$ cat src/rtl/pcs_pkg.sv
// Shared types for the paged program counter.
// Assumes: only one command is acted on per cycle (priority resolved upstream of the datapath).
package pcs_pkg;
    typedef enum logic [2:0] {
        CMD_HOLD,
        CMD_INC,
        CMD_LOWWR,
        CMD_JUMP,
        CMD_CALL,
        CMD_RET,
        CMD_IRQ
    } pc_cmd_e;
endpackage

$ cat src/rtl/pcs_cmd_decode.sv
// Resolves the raw command strobes into one command by fixed priority.
// Assumes: strobes may overlap freely; lower-priority strobes are dropped.
module pcs_cmd_decode
    import pcs_pkg::*;
(
    input  logic    inc_i,
    input  logic    lowwr_i,
    input  logic    jump_i,
    input  logic    call_i,
    input  logic    ret_i,
    input  logic    irq_i,
    output pc_cmd_e cmd_o
);
    // Priority chain: interrupt, return, call, jump, low write, increment.
    always_comb begin
        if (irq_i)        cmd_o = CMD_IRQ;
        else if (ret_i)   cmd_o = CMD_RET;
        else if (call_i)  cmd_o = CMD_CALL;
        else if (jump_i)  cmd_o = CMD_JUMP;
        else if (lowwr_i) cmd_o = CMD_LOWWR;
        else if (inc_i)   cmd_o = CMD_INC;
        else              cmd_o = CMD_HOLD;
    end
endmodule

$ cat src/rtl/pcs_next_pc.sv
// Computes the next counter value and the ring push/pop requests for one command.
// Assumes: PAGE_W == PC_W - LOW_W and JMP_W < PC_W; the page latch is already registered.
module pcs_next_pc
    import pcs_pkg::*;
#(
    parameter int PC_W    = 13,
    parameter int LOW_W   = 8,
    parameter int JMP_W   = 11,
    parameter int INT_VEC = 4,
    localparam int PAGE_W = PC_W - LOW_W,
    localparam int HI_W   = PC_W - JMP_W
) (
    input  pc_cmd_e           cmd_i,
    input  logic [PC_W-1:0]   pc_i,
    input  logic [PAGE_W-1:0] page_i,
    input  logic [LOW_W-1:0]  low_data_i,
    input  logic [JMP_W-1:0]  opcode_i,
    input  logic [PC_W-1:0]   pop_data_i,
    output logic [PC_W-1:0]   pc_nxt_o,
    output logic              push_o,
    output logic              pop_o,
    output logic [PC_W-1:0]   push_data_o
);
    logic [PC_W-1:0] seq_addr;
    logic [PC_W-1:0] jmp_addr;
    logic [PC_W-1:0] low_addr;

    // Candidate targets for each load path.
    always_comb begin
        seq_addr = pc_i + PC_W'(1);
        jmp_addr = {page_i[PAGE_W-1 -: HI_W], opcode_i};
        low_addr = {page_i, low_data_i};
    end

    // Select the next counter and ring action for the winning command.
    always_comb begin
        pc_nxt_o    = pc_i;
        push_o      = 1'b0;
        pop_o       = 1'b0;
        push_data_o = seq_addr;
        unique case (cmd_i)
            CMD_INC:   pc_nxt_o = seq_addr;
            CMD_LOWWR: pc_nxt_o = low_addr;
            CMD_JUMP:  pc_nxt_o = jmp_addr;
            CMD_CALL: begin
                pc_nxt_o = jmp_addr;
                push_o   = 1'b1;
            end
            CMD_RET: begin
                pc_nxt_o = pop_data_i;
                pop_o    = 1'b1;
            end
            CMD_IRQ: begin
                pc_nxt_o    = PC_W'(INT_VEC);
                push_o      = 1'b1;
                push_data_o = pc_i;
            end
            default:   pc_nxt_o = pc_i;
        endcase
    end
endmodule

$ cat src/rtl/pcs_ret_stack.sv
// Circular return-address ring with no full or empty tracking.
// Assumes: push and pop are never requested together; DEPTH is a power of two.
module pcs_ret_stack #(
    parameter int DEPTH = 8,
    parameter int W     = 13,
    localparam int PTR_W = $clog2(DEPTH)
) (
    input  logic             clk,
    input  logic             rst_n,
    input  logic             push_i,
    input  logic             pop_i,
    input  logic [W-1:0]     push_data_i,
    output logic [W-1:0]     top_o,
    output logic [PTR_W-1:0] ptr_o
);
    logic [W-1:0]     slot_q [DEPTH];
    logic [PTR_W-1:0] ptr_q;
    logic [PTR_W-1:0] top_idx;

    // Index of the newest entry, one slot behind the free pointer.
    always_comb top_idx = ptr_q - PTR_W'(1);

    // Pointer moves forward on push and back on pop, wrapping silently.
    always_ff @(posedge clk) begin
        if (!rst_n)      ptr_q <= '0;
        else if (push_i) ptr_q <= ptr_q + PTR_W'(1);
        else if (pop_i)  ptr_q <= top_idx;
    end

    // One register per slot; a push overwrites whatever the slot held.
    for (genvar g = 0; g < DEPTH; g++) begin : g_slot
        always_ff @(posedge clk) begin
            if (!rst_n)                                 slot_q[g] <= '0;
            else if (push_i && ptr_q == PTR_W'(g))      slot_q[g] <= push_data_i;
        end
    end

    assign top_o = slot_q[top_idx];
    assign ptr_o = ptr_q;
endmodule

$ cat src/rtl/paged_pc_stack.sv
// Program counter with a separately written page latch and a circular return ring.
// Assumes: MEM_WORDS is a power of two not larger than 2**PC_W.
module paged_pc_stack
    import pcs_pkg::*;
#(
    parameter int PC_W      = 13,
    parameter int LOW_W     = 8,
    parameter int JMP_W     = 11,
    parameter int DEPTH     = 8,
    parameter int MEM_WORDS = 512,
    parameter int INT_VEC   = 4,
    localparam int PAGE_W   = PC_W - LOW_W,
    localparam int ADDR_W   = $clog2(MEM_WORDS),
    localparam int PTR_W    = $clog2(DEPTH)
) (
    input  logic              clk,
    input  logic              rst_n,
    input  logic              inc_i,
    input  logic              lowwr_i,
    input  logic [LOW_W-1:0]  lowwr_data_i,
    input  logic              jump_i,
    input  logic              call_i,
    input  logic              ret_i,
    input  logic              irq_i,
    input  logic [JMP_W-1:0]  opcode_i,
    input  logic              page_wr_i,
    input  logic [PAGE_W-1:0] page_data_i,
    output logic [PC_W-1:0]   pc_o,
    output logic [LOW_W-1:0]  pcl_o,
    output logic [ADDR_W-1:0] fetch_addr_o
);
    pc_cmd_e           cmd;
    logic [PC_W-1:0]   pc_q;
    logic [PC_W-1:0]   pc_nxt;
    logic [PAGE_W-1:0] page_q;
    logic              push;
    logic              pop;
    logic [PC_W-1:0]   push_data;
    logic [PC_W-1:0]   top_data;
    logic [PTR_W-1:0]  ring_ptr;

    pcs_cmd_decode u_dec (
        .inc_i   (inc_i),
        .lowwr_i (lowwr_i),
        .jump_i  (jump_i),
        .call_i  (call_i),
        .ret_i   (ret_i),
        .irq_i   (irq_i),
        .cmd_o   (cmd)
    );

    pcs_next_pc #(
        .PC_W    (PC_W),
        .LOW_W   (LOW_W),
        .JMP_W   (JMP_W),
        .INT_VEC (INT_VEC)
    ) u_next (
        .cmd_i       (cmd),
        .pc_i        (pc_q),
        .page_i      (page_q),
        .low_data_i  (lowwr_data_i),
        .opcode_i    (opcode_i),
        .pop_data_i  (top_data),
        .pc_nxt_o    (pc_nxt),
        .push_o      (push),
        .pop_o       (pop),
        .push_data_o (push_data)
    );

    pcs_ret_stack #(
        .DEPTH (DEPTH),
        .W     (PC_W)
    ) u_ring (
        .clk         (clk),
        .rst_n       (rst_n),
        .push_i      (push),
        .pop_i       (pop),
        .push_data_i (push_data),
        .top_o       (top_data),
        .ptr_o       (ring_ptr)
    );

    // Page latch: written only by its own strobe, never by ring traffic.
    always_ff @(posedge clk) begin
        if (!rst_n)         page_q <= '0;
        else if (page_wr_i) page_q <= page_data_i;
    end

    // Counter register.
    always_ff @(posedge clk) begin
        if (!rst_n) pc_q <= '0;
        else        pc_q <= pc_nxt;
    end

    assign pc_o         = pc_q;
    assign pcl_o        = pc_q[LOW_W-1:0];
    assign fetch_addr_o = pc_q[ADDR_W-1:0];
endmodule

$ cat config.mk
export PLATFORM = sky130hd
export DESIGN_NAME = paged_pc_stack
export DESIGN_NICKNAME = d
export VERILOG_FILES = /design/src/rtl/pcs_pkg.sv /design/src/rtl/pcs_cmd_decode.sv /design/src/rtl/pcs_next_pc.sv /design/src/rtl/pcs_ret_stack.sv /design/src/rtl/paged_pc_stack.sv
export SDC_FILE = /design/constraint.sdc
export NUM_CORES = 1
export LEC_CHECK = 0
export BUFFER_PORTS_ARGS = -buffer_cell sky130_fd_sc_hd__buf_2
export CELL_PAD_IN_SITES_DETAIL_PLACEMENT = 1
export CELL_PAD_IN_SITES_GLOBAL_PLACEMENT = 1
export CORE_MARGIN = 2
export CORE_UTILIZATION = 47
export CTS_CLUSTER_DIAMETER = 200
export DETAILED_ROUTE_END_ITERATION = 8
export GPL_TIMING_DRIVEN = 1
export PLACE_DENSITY_LB_ADDON = 0.1
export SLEW_MARGIN = 10
export SYNTH_ARGS = -nofsm -noshare
export SYNTH_HDL_FRONTEND = slang
export SYNTH_HIERARCHICAL = 1
export SYNTH_SLANG_ARGS = --single-unit
$ cat constraint.sdc
create_clock -name clk -period 5.3 [get_ports clk]
set_clock_uncertainty 0.05 [all_clocks]
set_input_delay 0.53 -clock clk [delete_from_list [all_inputs] [get_ports clk]]
set_output_delay 0.53 -clock clk [all_outputs]
set_load 0.005 [all_outputs]
Yosys cells after proc, flatten, opt, wreduce, memory -nomap -nowiden
Memories as Yosys holds them, arrays and structs flattened.
Cells that the tools add are included.
{"block": "totals", "register_bits": 21, "ramBits": 104, "in_bits": 33, "elab_cells": 86, "n_memories": 1}
{"block": "classes", "n_addsub": 3, "n_eq_ne": 13, "muxes": 45, "bitwise_logic": 8, "n_reduce_logical": 13}
{"name": "u_ring.slot_q", "words": 8, "width": 13, "read_ports": 1, "rd_clocked_by_memory_dff": 0, "wr": 8, "line_no": "pcs_ret_stack.sv:16", "rtl": "logic [W-1:0] slot_q [DEPTH];"}
{"operator": "two-way mux 13 bit", "n": 9}
{"operator": "one-hot mux 13 bit (5 select lines)", "n": 1}
{"operator": "two-way mux 1 bit", "n": 28}
{"operator": "equality test 3 bit, second input constant", "n": 7}
{"operator": "two-way mux 3 bit", "n": 7}
{"operator": "adder 13 x 1 -> 13 bit, second input constant", "n": 1}
{"operator": "equality test 3 x 2 -> 1 bit, second input constant", "n": 4}
{"operator": "logical AND 1 bit", "n": 8}
{"operator": "OR 1 bit", "n": 8}
{"operator": "equality test 3 x 1 -> 1 bit, second input constant", "n": 2}
{"operator": "nonzero test 5 bit", "n": 1}
{"operator": "OR reduction 2 bit", "n": 2}
{"operator": "adder 3 x 1 -> 3 bit, second input constant", "n": 1}
{"operator": "logical NOT 3 bit", "n": 1}
{"operator": "subtractor 3 x 1 -> 3 bit, second input constant", "n": 1}
{"operator": "nonzero test 2 bit", "n": 1}

Depth between registers and ports, before layout
Gate-level depths: netlist of the first run.
{"block": "depth", "depth_word": 14, "ltp_mapped": 14}

Hierarchy
The synthesis of the first run kept the hierarchy.
{"mod": "pcs_ret_stack", "n_inst": 1, "cells_per_inst": 405, "area_each_um2": 5167.5, "seq_area_each_um2": 3183.1}
{"mod": "pcs_next_pc", "n_inst": 1, "cells_per_inst": 239, "area_each_um2": 1516.5, "seq_area_each_um2": 0.0}
{"mod": "paged_pc_stack", "n_inst": 1, "cells_per_inst": 60, "area_each_um2": 669.4, "seq_area_each_um2": 360.3}
{"mod": "pcs_cmd_decode", "n_inst": 1, "cells_per_inst": 8, "area_each_um2": 50.0, "seq_area_each_um2": 0.0}

Worst setup path after synthesis of the first run
OpenSTA, ideal clock, no wires.
{"block": "synth_path", "path_kind": "flip-flop to flip-flop", "startpoint": "register u_ring.ptr_q[0], in the netlist u_ring/ptr_o[0]", "endpoint": "register pc_q[9], in the netlist pc_o[9]", "setup_ns": 0.115, "t_arrival_ns": 2.740, "path_slack_ns": 2.395, "stages_incl_launch_ff": 14, "n_path_buf": 4, "synth_period_minus_slack_ns": 2.905, "cell_sequence": "dfxtp_1 buf_2 inv_2 clkbuf_1 ha_1 buf_2 buf_2 mux2i_1 nand3_1 and4_1 a221oi_1 nor2_1 a211o_1 and2_1"}
{"block": "synth_between", "elab_chain_len": 3}
{"element": "from (decl)", "line_no": "pcs_ret_stack.sv:17", "rtl": "logic [PTR_W-1:0] ptr_q;"}
{"element": "from (signal assigned)", "line_no": "pcs_ret_stack.sv:26", "rtl": "else if (push_i) ptr_q <= ptr_q + PTR_W'(1);"}
{"element": "from (signal assigned)", "line_no": "pcs_ret_stack.sv:27", "rtl": "else if (pop_i) ptr_q <= top_idx;"}
{"element": "subtractor 3 x 1 -> 3 bit", "line_no": "pcs_ret_stack.sv:21", "rtl": "always_comb top_idx = ptr_q - PTR_W'(1);"}
{"element": "memory read (8 x 13 bit)"}
{"element": "named net top_data[9]", "line_no": "paged_pc_stack.sv:39", "rtl": "logic [PC_W-1:0] top_data;"}
{"element": "one-hot mux 13 bit (5 select lines)", "line_no": "pcs_next_pc.sv:41", "rtl": "unique case (cmd_i)"}
{"element": "named net pc_nxt[9]", "line_no": "paged_pc_stack.sv:34", "rtl": "logic [PC_W-1:0] pc_nxt;"}
{"element": "to (signal assigned)", "line_no": "paged_pc_stack.sv:92", "rtl": "else pc_q <= pc_nxt;"}
{"element": "to (decl)", "line_no": "paged_pc_stack.sv:33", "rtl": "logic [PC_W-1:0] pc_q;"}
The timed path passes the listed nets, and every way through them passes these cells.
A chain may end at the register's enable or synchronous reset.

Worst setup path after layout of the first run
{"block": "layout_path", "startpoint": "register u_ring.ptr_q[0], in the netlist u_ring/ptr_o[0]", "endpoint": "register pc_q[1], in the netlist pc_o[1]"}
The elaborated chain is that of the path after synthesis.

==> impl_metrics.ini, run 1 <==
[outcome]
status = complete, no violations

[worst_setup_path]
rr_endpoint = pc_o[1]
critPathCapture = pc_o[1]
cp.required_ps = 5570
crit_type = reg2reg
slowest_stage = ha_2
startpoint = u_ring/ptr_o[0]
worstRegToRegCells = 11
critPathLaunchType = register
reg2reg_setup_slack_ps = 1630
crit_arrival_ps = 3930
cp_max_fo = 33
reg2reg_from = u_ring/ptr_o[0]
path_cells = buf_4 -> inv_2 -> ha_2 -> buf_12 -> mux2i_1 -> nand3_1 -> and4_1 -> mux2_2 -> o22ai_1 -> a21oi_1 -> and2_1
max_stage_delay_ps = 1090
end_kind = register

[detailed_routing]
remaining_drc_errors = 0
vias = 5773
wl_per_cell_um = 22.4
wl_mm = 21.2
drtPass1Iterations = 5
drt_iter0_markers = 416
ant_nets = 0
vias_per_cell = 6.10

[logic_synthesis]
yosysTopAreaCell = edfxtp_1
synth_warnings = 6
ys_ff_latch = 125
syn_area_per_cell_um2 = 10.4
syn_nets = 752
synth_top_area_frac = 0.422
synth_seq_area_share = 0.479
synth.distinct_cells = 62
synthFlopType = edfxtp_1
synth_cells = 712
synth-async-reset-ratio = 0
synth-edff-count = 104
synthesis.area_um2 = 7400
yosys-top-cells-area = edfxtp_1, mux2i_1, and3_1, dfxtp_1, nand3_1

[cells_and_area]
most-common-layout-cells = edfxtp_1, and3_1, nand3_1, buf_2, mux2i_1
stdcell_area_um2 = 8280
syn_to_final_growth_pct = 11.8
utilization = 0.540
n_antenna_cell = 0
layout.nets = 762
num-fill-cells = 1719
drive_gt1_frac = 0.176
layout_commonest_cell = edfxtp_1

[global_route]
grt_max_degree = 49
grt_pass1_vias = 5866
grt_pass1_wl_mm = 32.7
grt-ovfl-total = 0
grt_util_met1 = 0.331
grt_util_met2 = 0.435
top_usage_layer = met2
track_usage = 0.261
use_met3 = 0.0421
antenna_found_initial = 0

[die]
core_um2 = 15300
die_w_um = 130
dieArea_um2 = 16800
initial_core_util = 0.483
ios = 63
rows = 45
die_y_um = 130

[clocking]
htree_levels = 4
clock_path_buffers = 2
clk_pin_slew_ps = 60
clock_latency_ps = 430
postCtsHoldBufs = 0
cts_tree = yes
cts_num_sinks = 125
cts_setup_buffers = 0
cts_root_buf = clkbuf_16
ctsResizeCount = 0
cts_buffers = 17

[placement]
dp_hpwl_mm = 13.7
placed_cell_area_um2 = 7660
gp_congestion = 0.837
portBuffers = 62

[power_and_ir_drop]
peakVddDrop_mv = 0.289
p_total_mw = 3.08
power.density_nw_per_um2 = 373
cellLeakagePower_nw = 3.43

[timing]
fin_crit_sh = 0.692
finalSetupViolations = 0
rsz0062_at_grt = no
setup-tns-final_ps = 0
finalMaxSlewViolations = 0
whs_ps = 314
max_freq_mhz = 273
period_needed_ps = 3670
slew_headroom = 0.303
hold_violations = 0
tightest_slew_ps = 1040

[run]
cap_violations = 0

[worst_hold_path]
hold_class = in2reg
[stage by stage]
step                worst slack (ps)  cells
floorplan                       2400    712
global placement                1710    914
detailed placement              1530    914
CTS                             1630    946
global route                    1380    946
finish                          1630    946
[area by class of cell]
cell class	instances	area (µm²)	share of cell area
Inverter	11	41.3	0.00499
Sequential cell	125	3540	0.428
Timing Repair Buffer	74	413	0.0499
Tap cell	211	264	0.0319
Multi-Input combinational cell	493	3400	0.411
Clock inverter	15	188	0.0227
Clock buffer	17	425	0.0514
[worst min path at each step]
stage,from,endpoint,cells after the start
6_report,page_data_i[4],page_q[4],3
2_1_floorplan,page_q[0],page_q[0],2
4_1_cts,page_data_i[1],page_q[1],3
3_3_place_gp,page_q[0],page_q[0],2
5_1_grt,page_data_i[0],page_q[0],3
3_5_place_dp,page_q[0],page_q[0],2
[per-layer routing]
metal,vias to the layer above,share of wire,wire (µm)
met2,136,0.50,10600
met5,-,0,0
li1,2654,-,-
met3,38,0.031,651
met4,0,0.030,645
met1,2945,0.44,9370
[report_power, final]
group / internal [mW] / switching, mW / total, mW
Sequential: 1.13 / 0.0463 / 1.18
Clock: 0.745 / 0.470 / 1.22
Combinational: 0.263 / 0.427 / 0.690
Total: 2.14 / 0.943 / 3.08
[synthesized netlist by cell type (all sizes together), types with 2 or more instances]
cell     instances
ha               7
edfxtp         104
and3            81
xnor2           14
or3              5
o31ai            4
nand2b           7
nand2           34
o22ai            8
maj3             2
inv             11
o31a             3
o21ai           18
clkbuf          26
a31oi            3
a221oi          20
nand3           67
nand4            4
or4              2
buf             57
nor4             3
a2bb2oi          2
and4            14
nor2            21
a21oi           26
o22a             2
mux2i           59
and2            40
dfxtp           21
mux2             4
xor2             6
nor2b           10
o21a             4
a211oi           3
nor3             5
[critical path: cells and delay by family (launching register included)]
| family | cells | cell delay, ps |
|---|---|---|
| AND/OR/NAND/NOR | 3 | 520 |
| adder cells (fa/ha/maj) | 1 | 1090 |
| flip-flops | 1 | 300 |
| AO/OA/AOI/OAI | 2 | 240 |
| multiplexers | 2 | 500 |
| buffers and inverters | 3 | 830 |
[cells by family (layout without fill, tap and decap cells)]
| group | count (synthesis) | in the layout | synth area share |
|---|---|---|---|
| compound gates | 104 | 104 | 0.0965 |
| fa+ha+maj | 9 | 9 | 0.0145 |
| xor+xnor | 20 | 20 | 0.0257 |
| buf+inv | 94 | 117 | 0.0662 |
| mux | 63 | 63 | 0.0859 |
| simple gates | 297 | 297 | 0.233 |
| flops | 125 | 125 | 0.479 |
[sequential cells by signal (all words and copies together), names as in the netlist]
name and flops:
u_ring/slot_q 104, page_q 5, u_ring/ptr_o 3, pc_o 13
Power figures use the tool's default switching activity.
==> run 2: changes to the inputs <==
==> constraint.sdc (replaced) <==
create_clock -name clk -period 3.54 [get_ports clk]
set_clock_uncertainty 0.05 [all_clocks]
set_input_delay 0.354 -clock clk [delete_from_list [all_inputs] [get_ports clk]]
set_output_delay 0.354 -clock clk [all_outputs]
set_load 0.005 [all_outputs]
==> impl_metrics.ini, run 2 (synthesis results as in run 1) <==
[outcome]
status = complete, no violations

[clocking]
cts_buffers = 17
clock_path_buffers = 2
cts_num_sinks = 125
ctsResizeCount = 0
clk_pin_slew_ps = 50
cts_tree = yes
clock_latency_ps = 420
cts_root_buf = clkbuf_16
htree_levels = 4
cts_setup_buffers = 0
postCtsHoldBufs = 0

[detailed_routing]
wl_per_cell_um = 22.1
vias_per_cell = 6.03
wl_mm = 21.1
drt_iter0_markers = 564
ant_nets = 0
remaining_drc_errors = 0
vias = 5740
drtPass1Iterations = 6

[timing]
fin_crit_sh = 0.771
period_needed_ps = 2730
hold_violations = 0
setup-tns-final_ps = 0
finalSetupViolations = 0
rsz0062_at_grt = no
whs_ps = 152
slew_headroom = 0.444
finalMaxSlewViolations = 0
tightest_slew_ps = 832
max_freq_mhz = 366

[placement]
dp_hpwl_mm = 13.0
portBuffers = 62
dp_cells = 921
gp_congestion = 0.831

[die]
core_um2 = 15300
ios = 63
rows = 45
die_w_um = 130
die_y_um = 130
dieArea_um2 = 16800
initial_core_util = 0.483

[worst_setup_path]
critPathLaunchType = register
cp.required_ps = 3790
crit_type = reg2reg
crit_arrival_ps = 2980
slowest_stage = dfxtp_1
max_stage_delay_ps = 400
cp_max_fo = 54
end_kind = register
path_cells = inv_1 -> ha_2 -> buf_12 -> mux2i_1 -> nand3_1 -> and4_1 -> a221oi_1 -> nor2_1 -> a211o_1 -> and2_1

[global_route]
grt-ovfl-total = 0
grt_max_degree = 55
track_usage = 0.256
grt_pass1_vias = 5815
antenna_found_initial = 0
grt_pass1_wl_mm = 32.1

[cells_and_area]
drive_gt1_frac = 0.175
largest_reg_flops = 104
n_antenna_cell = 0
layout_commonest_cell = edfxtp_1
top_register = u_ring/slot_q
syn_to_final_growth_pct = 11.7
most-common-layout-cells = edfxtp_1, and3_1, nand3_1, buf_2, mux2i_1
layout.nets = 769
instances_no_fill = 952

[power_and_ir_drop]
peakVddDrop_mv = 0.632
cellLeakagePower_nw = 3.45
power.density_nw_per_um2 = 540

[worst_hold_path]
hold_class = in2reg

[run]
cap_violations = 0
-- run 2: cell types whose count changed in the layout (fill, tap and decap cells not counted), moves of 2 or more --
cell        change
clkinv_2        +4
clkinvlp_4      -3
buf_4           +7
inv_6           -3
and3_2          -2
and3_1          +2
clkbuf_1        +3
-- run 2: report_power, final --
part / internal (mW) / switching (mW) / leakage (nW) / total [mW]
logic: 0.378 / 0.650 / 1.93 / 1.03
registers: 1.69 / 0.0680 / 1.26 / 1.76
clock network: 1.03 / 0.645 / 0.266 / 1.67
total: 3.10 / 1.36 / 3.45 / 4.46
-- run 2: metal layers --
layer	vias to the layer above	GRT usage	share of wire
met4	0	0.0791	0.013
met2	152	0.433	0.50
li1	2662	-	-
met5	-	0	0
met1	2912	0.341	0.45
met3	14	0.0388	0.040
-- run 2: critical path, delay by kind of cell, from the launching register on --
kind | cells | cell delay, ps
adders and majority gates | 1 | 350
buffers and inverters | 2 | 440
AOI/OAI and AO/OA | 2 | 540
muxes | 1 | 270
DFF | 1 | 400
and+or+nand+nor | 4 | 550
-- run 2: layout make-up --
class / instances / area [µm²]
Clock buffer: 20 / 437
Clock inverter: 11 / 120
Fill cell: 1703 / 7050
Inverter: 11 / 41.3
Multi-Input combinational cell: 493 / 3400
Sequential cell: 125 / 3540
Tap cell: 211 / 264
Timing Repair Buffer: 81 / 465
-- run 2: worst paths after layout --
kind | start | endpoint | slack [ps] | cells past startpoint
hold reg to reg | page_q[0] | page_q[0] | 500 | 2
setup / recovery | u_ring/ptr_o[1] | pc_o[9] | 810 | 10
setup reg to reg | u_ring/ptr_o[1] | pc_o[9] | 810 | 10
hold / removal | page_data_i[3] | page_q[3] | 150 | 3
-- run 2: through the flow --
| step | setup WS (ps) | cell area (µm²) | util | power, mW |
|---|---|---|---|---|
| 6_report | 809 | 8270 | 0.540 | 4.46 |
| 5_1_grt | 662 | 8270 | 0.540 | 4.63 |
| 4_1_cts | 799 | 8270 | 0.540 | 4.49 |
| 3_5_place_dp | 627 | 7710 | 0.504 | 2.82 |
| 3_3_place_gp | 754 | 7710 | 0.504 | 2.78 |
| 2_1_floorplan | 635 | 7400 | - | 2.49 |
==> run 3: changes to the inputs <==
--- a/config.mk
+++ b/config.mk
@@ -5,11 +5,12 @@
 export SDC_FILE = /design/constraint.sdc
 export NUM_CORES = 1
 export LEC_CHECK = 0
+export ABC_AREA = 1
 export BUFFER_PORTS_ARGS = -buffer_cell sky130_fd_sc_hd__buf_2
 export CELL_PAD_IN_SITES_DETAIL_PLACEMENT = 1
 export CELL_PAD_IN_SITES_GLOBAL_PLACEMENT = 1
 export CORE_MARGIN = 2
-export CORE_UTILIZATION = 47
+export CORE_UTILIZATION = 45
 export CTS_CLUSTER_DIAMETER = 200
 export DETAILED_ROUTE_END_ITERATION = 8
 export GPL_TIMING_DRIVEN = 1
==> constraint.sdc (replaced) <==
create_clock -name clk -period 2.6 [get_ports clk]
set_clock_uncertainty 0.05 [all_clocks]
set_input_delay 0.26 -clock clk [delete_from_list [all_inputs] [get_ports clk]]
set_output_delay 0.26 -clock clk [all_outputs]
set_load 0.005 [all_outputs]
==> impl_metrics.ini, run 3 <==
[outcome]
status = complete, no violations

[timing]
finalMaxSlewViolations = 0
slew_headroom = 0.388
fin_crit_sh = 0.854
hold_violations = 0
tightest_slew_ps = 915
rsz0062_at_grt = no
setup_slack_ps = 381
max_freq_mhz = 451
period_needed_ps = 2220
finalSetupViolations = 0
setup-tns-final_ps = 0

[global_route]
grt_pass1_vias = 6371
grt_max_degree = 53
antenna_found_initial = 0
grt_pass1_wl_mm = 32.5
track_usage = 0.240
grt-ovfl-total = 0

[power_and_ir_drop]
power.density_nw_per_um2 = 735
peakVddDrop_mv = 0.478
cellLeakagePower_nw = 3.90

[worst_setup_path]
end_kind = register
path_buf_inv = 4
path_cells = inv_1 -> ha_1 -> inv_2 -> nand3_1 -> nand2_1 -> nand2_1 -> nand2_1 -> inv_1 -> nor2_1 -> nor2_1 -> nand3_1 -> nand2_1 -> inv_1
cp_max_fo = 27
crit_arrival_ps = 2540
reg2reg_setup_slack_ps = 380
critPathLaunchType = register
crit_type = reg2reg
slowest_stage = inv_2
max_stage_delay_ps = 440
cp.required_ps = 2920
crit_top_cell = nand2_1
cpLargestDelayFamily = simple AND/OR/NAND/NOR gates

[logic_synthesis]
yosysMostFrequentCell = nand2_1
synth_seq_area_share = 0.483
synth_warnings = 6
synth-async-reset-ratio = 0
synth_cells = 954
syn_nets = 994
yosysTopAreaCell = edfxtp_1
yosys-top-cells-area = edfxtp_1, nand2_1, inv_1, nor2_1, nand3_1
synth-edff-count = 104
synth_top_area_frac = 0.425
synthesis.area_um2 = 7340
synthTopCellsByCount = nand2_1, inv_1, nor2_1
synthFlopType = edfxtp_1
ys_ff_latch = 125
syn_area_per_cell_um2 = 7.69
synth.distinct_cells = 31

[clocking]
htree_levels = 4
cts_setup_buffers = 0
clock_path_buffers = 2
cts_tree = yes
postCtsHoldBufs = 0
cts_root_buf = clkbuf_16
cts_num_sinks = 125
clock_latency_ps = 420
ctsResizeCount = 0
cts_buffers = 17
clk_pin_slew_ps = 60

[detailed_routing]
wl_met3_um = 560
highest_layer = met4
met1Wirelength_mm = 8.89
drt_iter0_markers = 364
wl_per_cell_um = 16.1
routed-wl-met2_mm = 10.0
wl_mm = 19.7
ant_nets = 0
vias = 6072
drtPass1Iterations = 5
vias_per_cell = 4.96
remaining_drc_errors = 0

[die]
die_y_um = 132
initial_core_util = 0.460
ios = 63
core_um2 = 15900
die_w_um = 132
rows = 46
dieArea_um2 = 17400

[cells_and_area]
top_register = u_ring/slot_q
largest_reg_flops = 104
drive_gt1_frac = 0.149
most-common-layout-cells = nand2_1, inv_1, nor2_1, edfxtp_1, nand3_1
layout.nets = 1038
n_antenna_cell = 0
num-fill-cells = 2046
layout_commonest_cell = nand2_1
syn_to_final_growth_pct = 12.1

[placement]
gp_congestion = 0.796
dp_hpwl_mm = 14.2
dp_worst_setup_slack_ps = 70.9
portBuffers = 62

[worst_hold_path]
hold_class = in2reg

[run]
cap_violations = 0
==> run 3: kinds of logic after synthesis <==
| group | count (synthesis) | synth area share |
|---|---|---|
| simple gates | 562 | 0.333 |
| fa+ha+maj | 7 | 0.0119 |
| flops | 125 | 0.483 |
| xor+xnor | 4 | 0.00580 |
| buf+inv | 232 | 0.149 |
| compound gates | 24 | 0.0177 |
==> run 3: cell type report <==
type / count / area, µm² / area share
clock buffer: 19 / 433 / 0.0526
clock inverter: 11 / 170 / 0.0207
inverter: 177 / 667 / 0.0810
multi-input combinational: 597 / 2700 / 0.328
sequential: 125 / 3540 / 0.431
tap: 216 / 270 / 0.0328
timing repair buffer: 80 / 445 / 0.0541
==> run 3: where the power goes <==
part / internal, mW / switching (mW) / leakage [nW]
Combinational: 0.353 / 0.861 / 2.36
Clock: 1.59 / 0.872 / 0.285
Sequential: 2.30 / 0.0716 / 1.26
==> run 3: tightest hold or removal path, stage by stage <==
cell and delay [ps]:
buf_2 70, inv_1 30, nand2_1 40, nand2_1 40, nor2_1 60
==> run 3: path summary, 6_finish.rpt <==
check	start	endpoint	depth (start not counted)
worst min-delay path	page_data_i[1]	page_q[1]	5
worst max-delay path	u_ring/ptr_o[1]	pc_o[10]	13
worst max register to register	u_ring/ptr_o[1]	pc_o[10]	13
worst min register to register	page_q[1]	page_q[1]	2
==> run 3: per-stage QoR <==
stage | utilization | total power [mW] | hold WS [ps] | area, µm² | cells
3_3_place_gp | 0.478 | 3.61 | 407 | 7630 | 1195
5_1_grt | 0.516 | 6.34 | 109 | 8230 | 1225
4_1_cts | 0.516 | 6.10 | 73.1 | 8230 | 1225
6_report | 0.516 | 6.05 | 82.7 | 8230 | 1225
3_5_place_dp | 0.478 | 3.64 | 416 | 7630 | 1195
2_1_floorplan | - | 3.27 | 398 | 7340 | 954
==> run 3: per-layer routing <==
layer / track usage / vias up
met5: 0 / -
met4: 0.0803 / 0
met3: 0.0336 / 27
met2: 0.417 / 104
met1: 0.308 / 2938
li1: - / 3003
